<file path="src/rtl/pkt_stamp_regs.sv">
module pkt_stamp_regs #(
  parameter int AW = 16,
  parameter int DW = 32,
  parameter int TW = 64,
  parameter logic [AW-1:0] TX_CTRL_A = 16'hB614,
  parameter logic [AW-1:0] RX_CTRL_A = 16'hB620
) (
  input  logic          clk,
  input  logic          rst_n,
  input  logic [TW-1:0] sys_time,
  input  logic          tx_evt,
  input  logic          tx_req,
  input  logic          rx_evt,
  output logic          rx_taken,
  input  logic          bus_wr,
  input  logic          bus_rd,
  input  logic [AW-1:0] bus_addr,
  input  logic [DW-1:0] bus_wdata,
  output logic [DW-1:0] bus_rdata
);
  localparam logic [AW-1:0] TX_LO_A = TX_CTRL_A + AW'(4);
  localparam logic [AW-1:0] TX_HI_A = TX_CTRL_A + AW'(8);
  localparam logic [AW-1:0] RX_LO_A = RX_CTRL_A + AW'(4);
  localparam logic [AW-1:0] RX_HI_A = RX_CTRL_A + AW'(8);
  localparam logic [2:0]    RX_ALL  = 3'b100;

  logic          tx_en, tx_valid, rx_en, rx_sclk, rx_valid;
  logic [2:0]    rx_type;
  logic [TW-1:0] tx_stamp, rx_stamp;
  logic          tx_cap, rx_cap, tx_hi_rd, rx_hi_rd;

  assign tx_cap   = tx_evt && tx_req && tx_en && !tx_valid;
  assign rx_cap   = rx_evt && rx_en && (rx_type == RX_ALL) && !rx_valid;
  assign tx_hi_rd = bus_rd && (bus_addr == TX_HI_A);
  assign rx_hi_rd = bus_rd && (bus_addr == RX_HI_A);
  assign rx_taken = rx_cap;

  always_ff @(posedge clk) begin
    if (!rst_n) begin
      tx_en    <= 1'b0;
      tx_valid <= 1'b0;
      tx_stamp <= '0;
      rx_en    <= 1'b0;
      rx_type  <= 3'b000;
      rx_sclk  <= 1'b0;
      rx_valid <= 1'b0;
      rx_stamp <= '0;
    end else begin
      if (bus_wr && bus_addr == TX_CTRL_A)
        tx_en <= bus_wdata[4];
      if (bus_wr && bus_addr == RX_CTRL_A) begin
        rx_en   <= bus_wdata[4];
        rx_type <= bus_wdata[3:1];
        rx_sclk <= bus_wdata[5];
      end
      if (tx_cap) begin
        tx_stamp <= sys_time;
        tx_valid <= 1'b1;
      end else if (tx_hi_rd) begin
        tx_valid <= 1'b0;
      end
      if (rx_cap) begin
        rx_stamp <= sys_time;
        rx_valid <= 1'b1;
      end else if (rx_hi_rd) begin
        rx_valid <= 1'b0;
      end
    end
  end

  always_comb begin
    bus_rdata = '0;
    case (bus_addr)
      TX_CTRL_A: bus_rdata = DW'({tx_en, 3'b000, tx_valid});
      TX_LO_A:   bus_rdata = tx_stamp[DW-1:0];
      TX_HI_A:   bus_rdata = tx_stamp[TW-1:DW];
      RX_CTRL_A: bus_rdata = DW'({rx_sclk, rx_en, rx_type, rx_valid});
      RX_LO_A:   bus_rdata = rx_stamp[DW-1:0];
      RX_HI_A:   bus_rdata = rx_stamp[TW-1:DW];
      default:   bus_rdata = '0;
    endcase
  end
endmodule


</file>
<file path="config.mk">
export PLATFORM = sky130hd
export DESIGN_NAME = pkt_stamp_regs
export DESIGN_NICKNAME = d
export VERILOG_FILES = /design/src/rtl/pkt_stamp_regs.sv
export SDC_FILE = /design/constraint.sdc
export NUM_CORES = 1
export LEC_CHECK = 0
export ABC_AREA = 0
export BUFFER_PORTS_ARGS = -buffer_cell sky130_fd_sc_hd__buf_2
export CAP_MARGIN = 0
export CORE_ASPECT_RATIO = 0.5
export CORE_MARGIN = 2
export CORE_UTILIZATION = 48
export CTS_CLUSTER_SIZE = 40
export DETAILED_ROUTE_END_ITERATION = 7
export GPL_TIMING_DRIVEN = 0
export PLACE_DENSITY_LB_ADDON = 0.05
export SKIP_LAST_GASP = 1
export SYNTH_ARGS = -nofsm -noshare
export SYNTH_HDL_FRONTEND = slang
export SYNTH_SLANG_ARGS = --single-unit
</file>
<file path="constraint.sdc">
create_clock -name clk -period 1.86 [get_ports clk]
set_input_delay 0.186 -clock clk [delete_from_list [all_inputs] [get_ports clk]]
set_output_delay 0.186 -clock clk [all_outputs]
set_load 0.02 [all_outputs]
</file>
==> summary.md, run 1 <==
| Metric | Value |
|---|---|
| Status | complete, but fails checks |
| Failing checks | negative setup slack |
| Core Box Area | 12500 sq um |
| Worst skew pair latency | between 0.4 and 0.5 ns |
| Met3 wire len | 1360 um |
| Tot Pwr | 6530 uW |
| Largest stage delay, worst path | between 0.5 and 0.6 ns |
| Global route total overflow | 0 |
| CP max FO | 8 |
| Pre-antenna DRT Iters | 5 |
| Critical Path Stages | 10 |
| Total GRT Usage | 0.280 |
| Layout cells sized above 1 | 0.327 |
| Routed len/inst | roughly 18 um |
| Mean Syn Cell Area | 8.40 sq um |
| Row count | 29 |
| Worst path arrival time | roughly 1.9 ns |
| Xor and xnor fraction of the mapped netlist area | 0 |
| Die W | 163 um |
| Reg-to-reg slack, setup | -0.03 ns |
| Hpwl dp | between 10000 and 15000 um |
| Number of distinct library cells after synthesis | 34 |
| Max_cap viols | 0 |
| Final period util | 1.14 |
| Number of enable flip-flop cells after synthesis | 0 |
| Fmax achieved | 0.473 GHz |
| Synth top area cells | dfxtp_1 (45%), nand2_1 (18%), a21boi_0 (16%) |
| Post-synthesis adder-cell area fraction | 0 |
| Most frequent cell after synthesis | nand2_1 |
| CTS root buf | clkbuf_16 |
| Die area | approximately 14000 sq um |
| First-pass GRT wire length | roughly 29000 um |
| Post-Route WL | 19600 um |
| Worst R2R End | rx_stamp[37] |
| Cells after synthesis | 724 |
| Synth Area in Simple Gates | 0.233 |
| Antenna violations before repair | 0 |
| Hold Slack | 0.0173 ns |
| Initial Utilization | 0.486 |
| Register-to-Register Path Depth | 7 |
| Worst Setup Start Kind | input port |
| Met1 Routed Length | 9460 um |
| Iter 0 DRT Violations | 460 |
| H-tree lvl count | 4 |
| Slew @ Worst Pin | between 0.6 and 0.7 ns |
| Io pins | 152 |
| Longest Clk Path Bufs | 2 |
| N_diodes | 0 |
| CP max-delay cell | or4b_4 |
| Hold WC Path Type | input port to register |
| Synth Area in Compound Gates | 0.271 |
| Seq/Total Area, Yosys | 0.448 |
| Synth top area share | 0.448 |
| Bufs and invs on worst path | 6 |
| Port bufs | ~120 |
| Via Count | approximately 5900 |
| Worst slew margin | 0.555 |
| Top FF cell, synth | dfxtp_1 |
| Crit path required time | 1.67 ns |
| Syn-to-layout area delta | 37.9% |
| Synth Register Bits | between 100 and 150 |
| Vias in the first global route | 5479 |
| Clk slew on worst S/H paths | 0.06 ns |
| # fillers | approximately 1100 |
| FFs w/ async S/R, synth | 0 |
| Synth Net Count | 843 |
| Setup WS pre-CTS | -0.547 ns |
| Cts bufs inserted | 17 |
| Post-synth top cells | nand2_1 (286), dfxtp_1 (136), a21boi_0 (131) |
| Met2 wire length | 8570 um |
| PD cells | 778 nW/um^2 |
| CTS Sinks | 136 |
| Yosys Warn Count | 0 |
| Die Span Y | between 80 and 90 um |
| Critical path endpoint category | output port |
| Post-route ant nets | 0 |
| Max VDD drop | 0.000412 V |
| CTS tree | done |
| Final Hold Viols | 0 |
| Leak Pwr | 0.00320 uW |
| Crit path top cell by count | buf_6 |
| R2r startpoint | rx_type[1] |
| Fin crit period | 2.11 ns |
| Top Layer Used | met4 |
| Largest net degree at the start of global routing | 17 |
| Setup ws final | -0.253 ns |
| Largest family of logic cells by synthesized area | compound AO/OA/AOI/OAI gates |
| Util after Layout | 0.670 |
| Delay-heaviest family, CP | buffers and inverters |
| Setup TNS | -6.11 ns |
| Placer Congestion | 0.846 |
| DRC Markers | 0 |
| Setup-failing EPs final | 44 |
| Slew Limit Fails | 0 |
| Most area-hungry cell type in the Yosys netlist | dfxtp_1 |
| Mux cell area share after synthesis | 0 |
| Unrepaired setup endpoints after global routing | yes |
| Clk_skew | just under 0.01 ns |
| Setup CP Type | input port to output port |
| # nets final | 1010 |
| Mapped cell area | 6080 sq um |
| DR vias/cell | 5.50 |
| Beginning of the critical path | bus_addr[6] |
| Worst Setup EP | bus_rdata[20] |
| Crit path cell chain | buf_6, or4b_4, buf_12, buf_6, nor4_4, buf_12, clkbuf_16, a22oi_2, nand2_2, buf_6 |
[sequential cells by signal (all words and copies together) (netlist names)]
| register | flops |
|---|---|
| tx_en | 1 |
| rx_valid | 1 |
| tx_valid | 1 |
| rx_stamp | 64 |
| tx_stamp | 64 |
| rx_type | 3 |
| rx_en | 1 |
| rx_sclk | 1 |
[cell type report]
| cell class | instances | area [sq um] | share of cell area |
|---|---|---|---|
| multi-input combinational | 529 | 3290 | 0.392 |
| sequential | 136 | 2720 | 0.324 |
| timing repair buffer | 148 | 1130 | 0.135 |
| buffer | 58 | 458 | 0.0546 |
| clock buffer | 18 | 429 | 0.0511 |
| tap | 170 | 213 | 0.0253 |
| clock inverter | 14 | 150 | 0.0179 |
| inverter | 1 | 3.75 | 0.000447 |
[power breakdown]
group / leakage (uW) / switching [uW] / internal, uW
registers: 0.00109 / 0.00233 / 2910
logic: 0.00183 / 140 / 132
clock network: 0.000277 / 1370 / 1980
[through the flow]
| stage | instance area [sq um] | std cells |
|---|---|---|
| 6_report | 8390 | 1074 |
| 5_1_grt | 8390 | 1074 |
| 4_1_cts | 7860 | 1062 |
| 3_5_place_dp | 7020 | 1017 |
| 3_3_place_gp | 7020 | 1017 |
| 2_1_floorplan | 6190 | 724 |
[routing by layer]
metal | track usage | vias up
met1 | 0.400 | 2855
met5 | 0 | -
met3 | 0.0596 | 23
met4 | 0.0829 | 0
li1 | - | 2820
met2 | 0.423 | 207
[worst min-delay path: stages]
cell and delay [ns]:
buf_2 0.10, nand2_1 0.04, a21boi_0 0.06
[what timing repair did]
item	CTS	global route
endpoints found under the setup margin	115	118
endpoints found under the hold margin	1	0
buffers inserted	12	7
pin swaps	6	34
resized for setup	48	114
cloned	0	5
hold buffers	1	0
[cell families after synthesis]
family | count (synthesis)
AOI/OAI and AO/OA | 210
buffers and inverters | 59
DFF | 136
and+or+nand+nor | 319
[worst min path at each step]
| stage | from | end | slack, ns | cells after the start |
|---|---|---|---|---|
| detailed placement | bus_rd | tx_valid | 0.42 | 2 |
| floorplan | bus_rd | tx_valid | 0.29 | 1 |
| finish | sys_time[19] | tx_stamp[19] | 0.02 | 3 |
| global placement | bus_rd | tx_valid | 0.42 | 2 |
| CTS | sys_time[59] | tx_stamp[59] | 0.01 | 3 |
| global route | sys_time[19] | rx_stamp[19] | 0.03 | 3 |
[cell usage in the layout, fill, tap and decap left out, types with 2 or more instances in the layout]
cell,instances
a21boi_0,131
a21boi_1,4
a22oi_1,38
a22oi_2,28
and3_2,5
buf_12,9
buf_2,90
buf_4,17
buf_6,39
buf_8,3
bufinv_16,2
clkbuf_1,20
clkbuf_16,22
clkbuf_2,18
clkbuf_4,3
clkinv_2,3
clkinv_4,4
clkinvlp_4,3
dfxtp_1,136
inv_6,2
nand2_1,261
nand2_2,25
nand3_2,6
nor4_4,8
o21a_1,7
or4b_4,3
or4bb_4,2
No activity file was read; power rests on OpenSTA's default activity.
==> inputs of run 2 (changes only) <==
==> constraint.sdc (replaced) <==
create_clock -name clk -period 1.86 [get_ports clk]
set_input_delay 0.558 -clock clk [delete_from_list [all_inputs] [get_ports clk]]
set_output_delay 0.558 -clock clk [all_outputs]
set_load 0.02 [all_outputs]
==> run 2 against run 1 <==
  * The run still ends with negative setup slack left
  * Clock skew about the same
  * Critical endpoint is now bus_rdata[2]
  * Critical path depth shrank 1
  * Die area did not move
  * Sequential power about the same
  * Global-route usage fell by 0.55 points
  * Sequential cell count stayed put
==> summary.md, run 2 (synthesized netlist as in run 1, its figures left out) <==
| Metric | Value |
|---|---|
| Critical path endpoint category | output port |
| DRC Markers | 0 |
| Combinational share of power | 0.038 |
| Core Box Area | 12500 sq um |
| Layout cells sized above 1 | 0.352 |
| H-tree lvl count | 4 |
| Clk_skew | 0.00952 ns |
| Max_cap viols | 0 |
| Final period util | 1.54 |
| Leak Pwr | 0.00327 uW |
| Worst path arrival time | 2.30 ns |
| Via Count | roughly 5800 |
| Switching share of power | 0.210 |
| CTS Sinks | around 140 |
| Fin crit period | ~2.9 ns |
| DR vias/cell | 5.39 |
| Util after Layout | 0.687 |
| Setup-failing EPs final | 35 |
| Setup CP Type | input port to output port |
| Syn-to-layout area delta | 41.3% |
| Placer Congestion | 0.890 |
| Io pins | 152 |
| Unrepaired setup endpoints after global routing | yes |
| Setup WS pre-CTS | -1.24 ns |
| Largest net degree at the start of global routing | 17 |
| Sequential power share | 0.412 |
| Worst slew margin | 0.559 |
| Row count | 29 |
| Crit path required time | 1.30 ns |
| CTS root buf | clkbuf_16 |
| Largest registers | rx_stamp (64), tx_stamp (64), rx_type (3) |
| Worst Setup Start Kind | input port |
| N_diodes | 0 |
| P_int | 5580 uW |
| Global route total overflow | 0 |
| Max VDD drop | between 0.0005 and 0.0006 V |
| Commonest non-fill, non-tap cell in the layout | nand2_1 |
| # nets final | 1009 |
| Post-route ant nets | 0 |
| Longest Clk Path Bufs | 2 |
| Initial Utilization | 0.486 |
| Tot Pwr | around 7100 uW |
| Iter 0 DRT Violations | roughly 350 |
| Pre-antenna DRT Iters | 5 |
| CTS tree | done |
| Die area | 13600 sq um |
| Clk network pwr share | 0.549 |
| Fmax achieved | 0.349 GHz |
| Port bufs | 123 |
| PD cells | 822 nW/um^2 |
| Clk slew on worst S/H paths | 0.06 ns |
| Sw Pwr | 1490 uW |
| Antenna violations before repair | 0 |
| Routed len/inst | 17.6 um |
| Hpwl dp | 12600 um |
| Vias in the first global route | 5465 |
| CP max FO | 4 |
| Failing checks | negative setup slack |
| Cts bufs inserted | 17 |
| Setup ws final | -1.00 ns |
| Status | complete, but fails checks |
| Commonest cells after routing, fill and taps aside | nand2_1 (260), dfxtp_1 (134), a21boi_0 (129), buf_2 (94), a22oi_2 (42) |
| Worst skew pair latency | 0.42 ns |
| First-pass GRT wire length | 28700 um |
| Total GRT Usage | 0.274 |
| Final Cell Area | 8590 sq um |
| Slew Limit Fails | 0 |
| Slew @ Worst Pin | 0.661 ns |
| Die W | 163 um |
| CTS Hold Bufs | 0 |
| Hold WC Path Type | input port to register |
| Placed inst area | 7140 sq um |
| Die Span Y | approximately 84 um |
| Post-Route WL | 18900 um |
| Final Hold Viols | 0 |
run 2: area by class of cell:
type / instances / area (sq um)
multi-input combinational: 529 / 3380
inverter: 1 / 3.75
clock inverter: 14 / 244
fill: 1027 / 3920
sequential: 136 / 2730
clock buffer: 18 / 429
tap: 170 / 213
timing repair buffer: 148 / 1120
buffer: 57 / 482
run 2: worst paths after layout:
| path | startpoint | endpoint | slack, ns | depth (start not counted) |
|---|---|---|---|---|
| max | bus_addr[7] | bus_rdata[2] | -1.00 | 9 |
| min | bus_rd | tx_valid | 0.36 | 2 |
| max reg2reg | rx_type[1] | rx_stamp[28] | 0.09 | 8 |
| min reg2reg | rx_stamp[45] | rx_stamp[45] | 0.47 | 2 |
run 2: power groups by stage:
stage | clock network [uW] | registers (uW) | logic [uW]
final | 3880 | 2910 | 272
after global routing | 4040 | 2910 | 290
after CTS | 3890 | 2910 | 265
after detailed placement | 0 | 2980 | 254
after global placement | 0 | 2980 | 254
after floorplan | 0 | 2980 | 92.9
run 2: critical path, cell delays in order:
cell	delay, ns
buf_6	0.09
or4b_4	0.55
buf_4	0.17
buf_16	0.13
nor4_4	0.35
buf_4	0.19
a22oi_2	0.05
nand3_2	0.09
buf_6	0.12
run 2: metal layers:
| metal | vias up | GRT usage | routed length, um |
|---|---|---|---|
| met5 | - | 0 | 0 |
| met4 | 0 | 0.0788 | 238 |
| met3 | 21 | 0.0671 | 1270 |
| met2 | 195 | 0.409 | 8150 |
| met1 | 2745 | 0.392 | 9280 |
| li1 | 2820 | - | - |
run 2: what timing repair did:
item	CTS	global route
gates resized for setup	58	99
pin swaps	9	24
gates cloned	1	6
setup endpoints to repair	89	135
setup buffers	12	6
run 2: stage by stage:
| stage | hold slack (ns) | cells | TNS (ns) |
|---|---|---|---|
| finish | 0.361 | 1073 | -31.22 |
| global route | 0.367 | 1073 | -32.65 |
| CTS | 0.354 | 1062 | -31.96 |
| detailed placement | 0.458 | 1017 | -82.99 |
| global placement | 0.451 | 1017 | -79.53 |
| floorplan | 0.443 | 724 | -22.85 |
==> inputs of run 3 (changes only) <==
--- a/config.mk
+++ b/config.mk
@@ -8,14 +8,17 @@
 export ABC_AREA = 0
 export BUFFER_PORTS_ARGS = -buffer_cell sky130_fd_sc_hd__buf_2
 export CAP_MARGIN = 0
+export CELL_PAD_IN_SITES_DETAIL_PLACEMENT = 1
+export CELL_PAD_IN_SITES_GLOBAL_PLACEMENT = 2
 export CORE_ASPECT_RATIO = 0.5
 export CORE_MARGIN = 2
-export CORE_UTILIZATION = 48
+export CORE_UTILIZATION = 28
 export CTS_CLUSTER_SIZE = 40
 export DETAILED_ROUTE_END_ITERATION = 7
 export GPL_TIMING_DRIVEN = 0
 export PLACE_DENSITY_LB_ADDON = 0.05
 export SKIP_LAST_GASP = 1
+export SLEW_MARGIN = 20
 export SYNTH_ARGS = -nofsm -noshare
 export SYNTH_HDL_FRONTEND = slang
 export SYNTH_SLANG_ARGS = --single-unit
==> run 3 against run 2 <==
  * The run still ends with negative setup slack left
  * Non-clock buffer count grew 3
  * Worst hold slack lost 0.0084 ns
  * Sequential power is essentially flat
  * Largest power group unchanged
  * Clock skew grew 0.0039 ns
  * Global-route usage shrank 6.8 points
  * Cell area grew 1.5%
  * Register-to-register slack is essentially flat
  * Via count shrank 1.7%
  * Sequential cell count is the same
  * Die area grew 69%
==> summary.md, run 3 (synthesized netlist as in run 1, its figures left out) <==
| Metric | Value |
|---|---|
| Status | complete, but fails checks |
| Failing checks | negative setup slack |
| CTS tree | done |
| Clk_skew | 0.0134 ns |
| Antenna violations before repair | 0 |
| Final period util | 1.53 |
| Post-route ant nets | 0 |
| Die W | around 210 um |
| Worst skew pair latency | 0.42 ns |
| # nets final | 1012 |
| Switching share of power | 0.220 |
| Worst Setup Start Kind | input port |
| Iter 0 DRT Violations | approximately 190 |
| Final Cell Area | 8720 sq um |
| Longest Clk Path Bufs | 2 |
| Max VDD drop | 0.000514 V |
| Syn-to-layout area delta | 43.3% |
| Slew @ Worst Pin | between 0.6 and 0.7 ns |
| CTS Sinks | between 100 and 150 |
| Hpwl dp | 16100 um |
| Placed inst area | 7300 sq um |
| Die area | 23000 sq um |
| P_int | ~5400 uW |
| First-pass GRT wire length | 34600 um |
| # fillers | ~2500 |
| Setup CP Type | input port to output port |
| Register-to-Register Path Depth | 7 |
| Clk network pwr share | 0.539 |
| Global route total overflow | 0 |
| Routed len/inst | 19.1 um |
| Row count | 38 |
| Hold Slack | approximately 0.35 ns |
| Largest net degree at the start of global routing | 17 |
| Commonest cells after routing, fill and taps aside | nand2_1 (260), dfxtp_1 (135), a21boi_0 (130), buf_2 (86), buf_6 (48) |
| CTS Hold Bufs | 0 |
| Util after Layout | 0.406 |
| Pre-antenna DRT Iters | 4 |
| Setup WS pre-CTS | -1.35 ns |
| Cts bufs inserted | 17 |
| Leak Pwr | about 0.0032 uW |
| Beginning of the critical path | bus_addr[7] |
| Crit path required time | roughly 1.3 ns |
| DR vias/cell | about 4.7 |
| Setup TNS | -29.90 ns |
| CTS root buf | clkbuf_16 |
| Io pins | 152 |
| N_diodes | 0 |
| Sw Pwr | between 1500 and 2000 uW |
| Reg-to-reg slack, setup | 0.08 ns |
| Port bufs | about 120 |
| Vias in the first global route | 5922 |
| Placer Congestion | 0.730 |
| Fmax achieved | 0.352 GHz |
| CP max FO | 7 |
| Layout cells sized above 1 | 0.347 |
| Worst R2R End | rx_stamp[48] |
| PD cells | 794 nW/um^2 |
| Worst path arrival time | about 2.3 ns |
| Post-Route WL | 23000 um |
| Total GRT Usage | 0.206 |
| R2r startpoint | rx_type[1] |
| Combinational share of power | 0.041 |
| Core Box Area | roughly 21000 sq um |
| Initial Utilization | 0.283 |
| Worst slew margin | 0.538 |
| Number of stages on the worst hold path | 2 |
| HP Start | bus_rd |
| Setup-failing EPs final | 36 |
| Setup ws final | -0.978 ns |
| Hold WC Path Type | input port to register |
| Largest registers | rx_stamp (64), tx_stamp (64), rx_type (3) |
| Commonest non-fill, non-tap cell in the layout | nand2_1 |
| Clk slew on worst S/H paths | ~0.06 ns |
| Die Span Y | 108 um |
| Final Hold Viols | 0 |
| Via Count | ~5700 |
| Sequential power share | 0.420 |
| Critical path endpoint category | output port |
| Worst Hold End | tx_valid |
| Max_cap viols | 0 |
| Unrepaired setup endpoints after global routing | yes |
| Fin crit period | 2.84 ns |
| H-tree lvl count | 4 |
| DRC Markers | 0 |
| Slew Limit Fails | 0 |
run 3: cell count changes in the layout (fill, tap and decap cells not counted), sizes merged:
cell / previous run / this run
buf: 159 / 168
inv: 5 / 2
bufinv: 6 / 4
clkinvlp: 2 / 4
clkbuf: 63 / 60
run 3: area by class of cell:
type / count / area (sq um) / area share
sequential: 136 / 2720 / 0.312
multi-input combinational: 529 / 3350 / 0.384
timing repair buffer: 151 / 1150 / 0.132
inverter: 1 / 3.75 / 0.000430
tap: 300 / 375 / 0.0430
clock buffer: 21 / 470 / 0.0540
clock inverter: 11 / 169 / 0.0194
buffer: 57 / 477 / 0.0547
run 3: worst max path at each step:
stage / end / slack [ns] / cells past startpoint
finish: bus_rdata[2] / -0.98 / 9
global route: bus_rdata[16] / -1.01 / 8
CTS: bus_rdata[11] / -1.04 / 10
detailed placement: bus_rdata[16] / -1.35 / 8
global placement: bus_rdata[2] / -1.32 / 8
floorplan: bus_rdata[29] / -0.70 / 5
run 3: stage by stage:
stage | cells | total power (uW)
floorplan | 724 | 3070
global placement | 1147 | 3250
detailed placement | 1147 | 3250
CTS | 1199 | 6990
global route | 1206 | 7150
finish | 1206 | 6930
run 3: per-layer routing:
| metal | track usage | wire (um) |
|---|---|---|
| met1 | 0.295 | 12100 |
| met2 | 0.325 | 10100 |
| met3 | 0.0351 | 766 |
| met4 | 0.0435 | 112 |
| met5 | 0 | 0 |
run 3: worst max-delay path: stages:
cell	delay, ns
buf_6	0.09
or4b_4	0.54
buf_12	0.16
nor4_4	0.21
buf_6	0.23
buf_12	0.15
a22oi_2	0.08
nand3_2	0.12
buf_6	0.13
run 3: power by group through the flow:
stage | clock network (uW) | registers (uW) | logic (uW)
5_1_grt | 3930 | 2910 | 307
3_3_place_gp | 0 | 2980 | 271
4_1_cts | 3800 | 2910 | 280
6_report | 3730 | 2910 | 282
3_5_place_dp | 0 | 2980 | 272
2_1_floorplan | 0 | 2980 | 92.9
run 3: repair_timing:
action,in CTS,in global routing
endpoints found under the hold margin,0,0
setup endpoints to repair,145,126
gates cloned,2,3
setup buffers,18,8
resized for setup,99,69
pin swaps,24,28
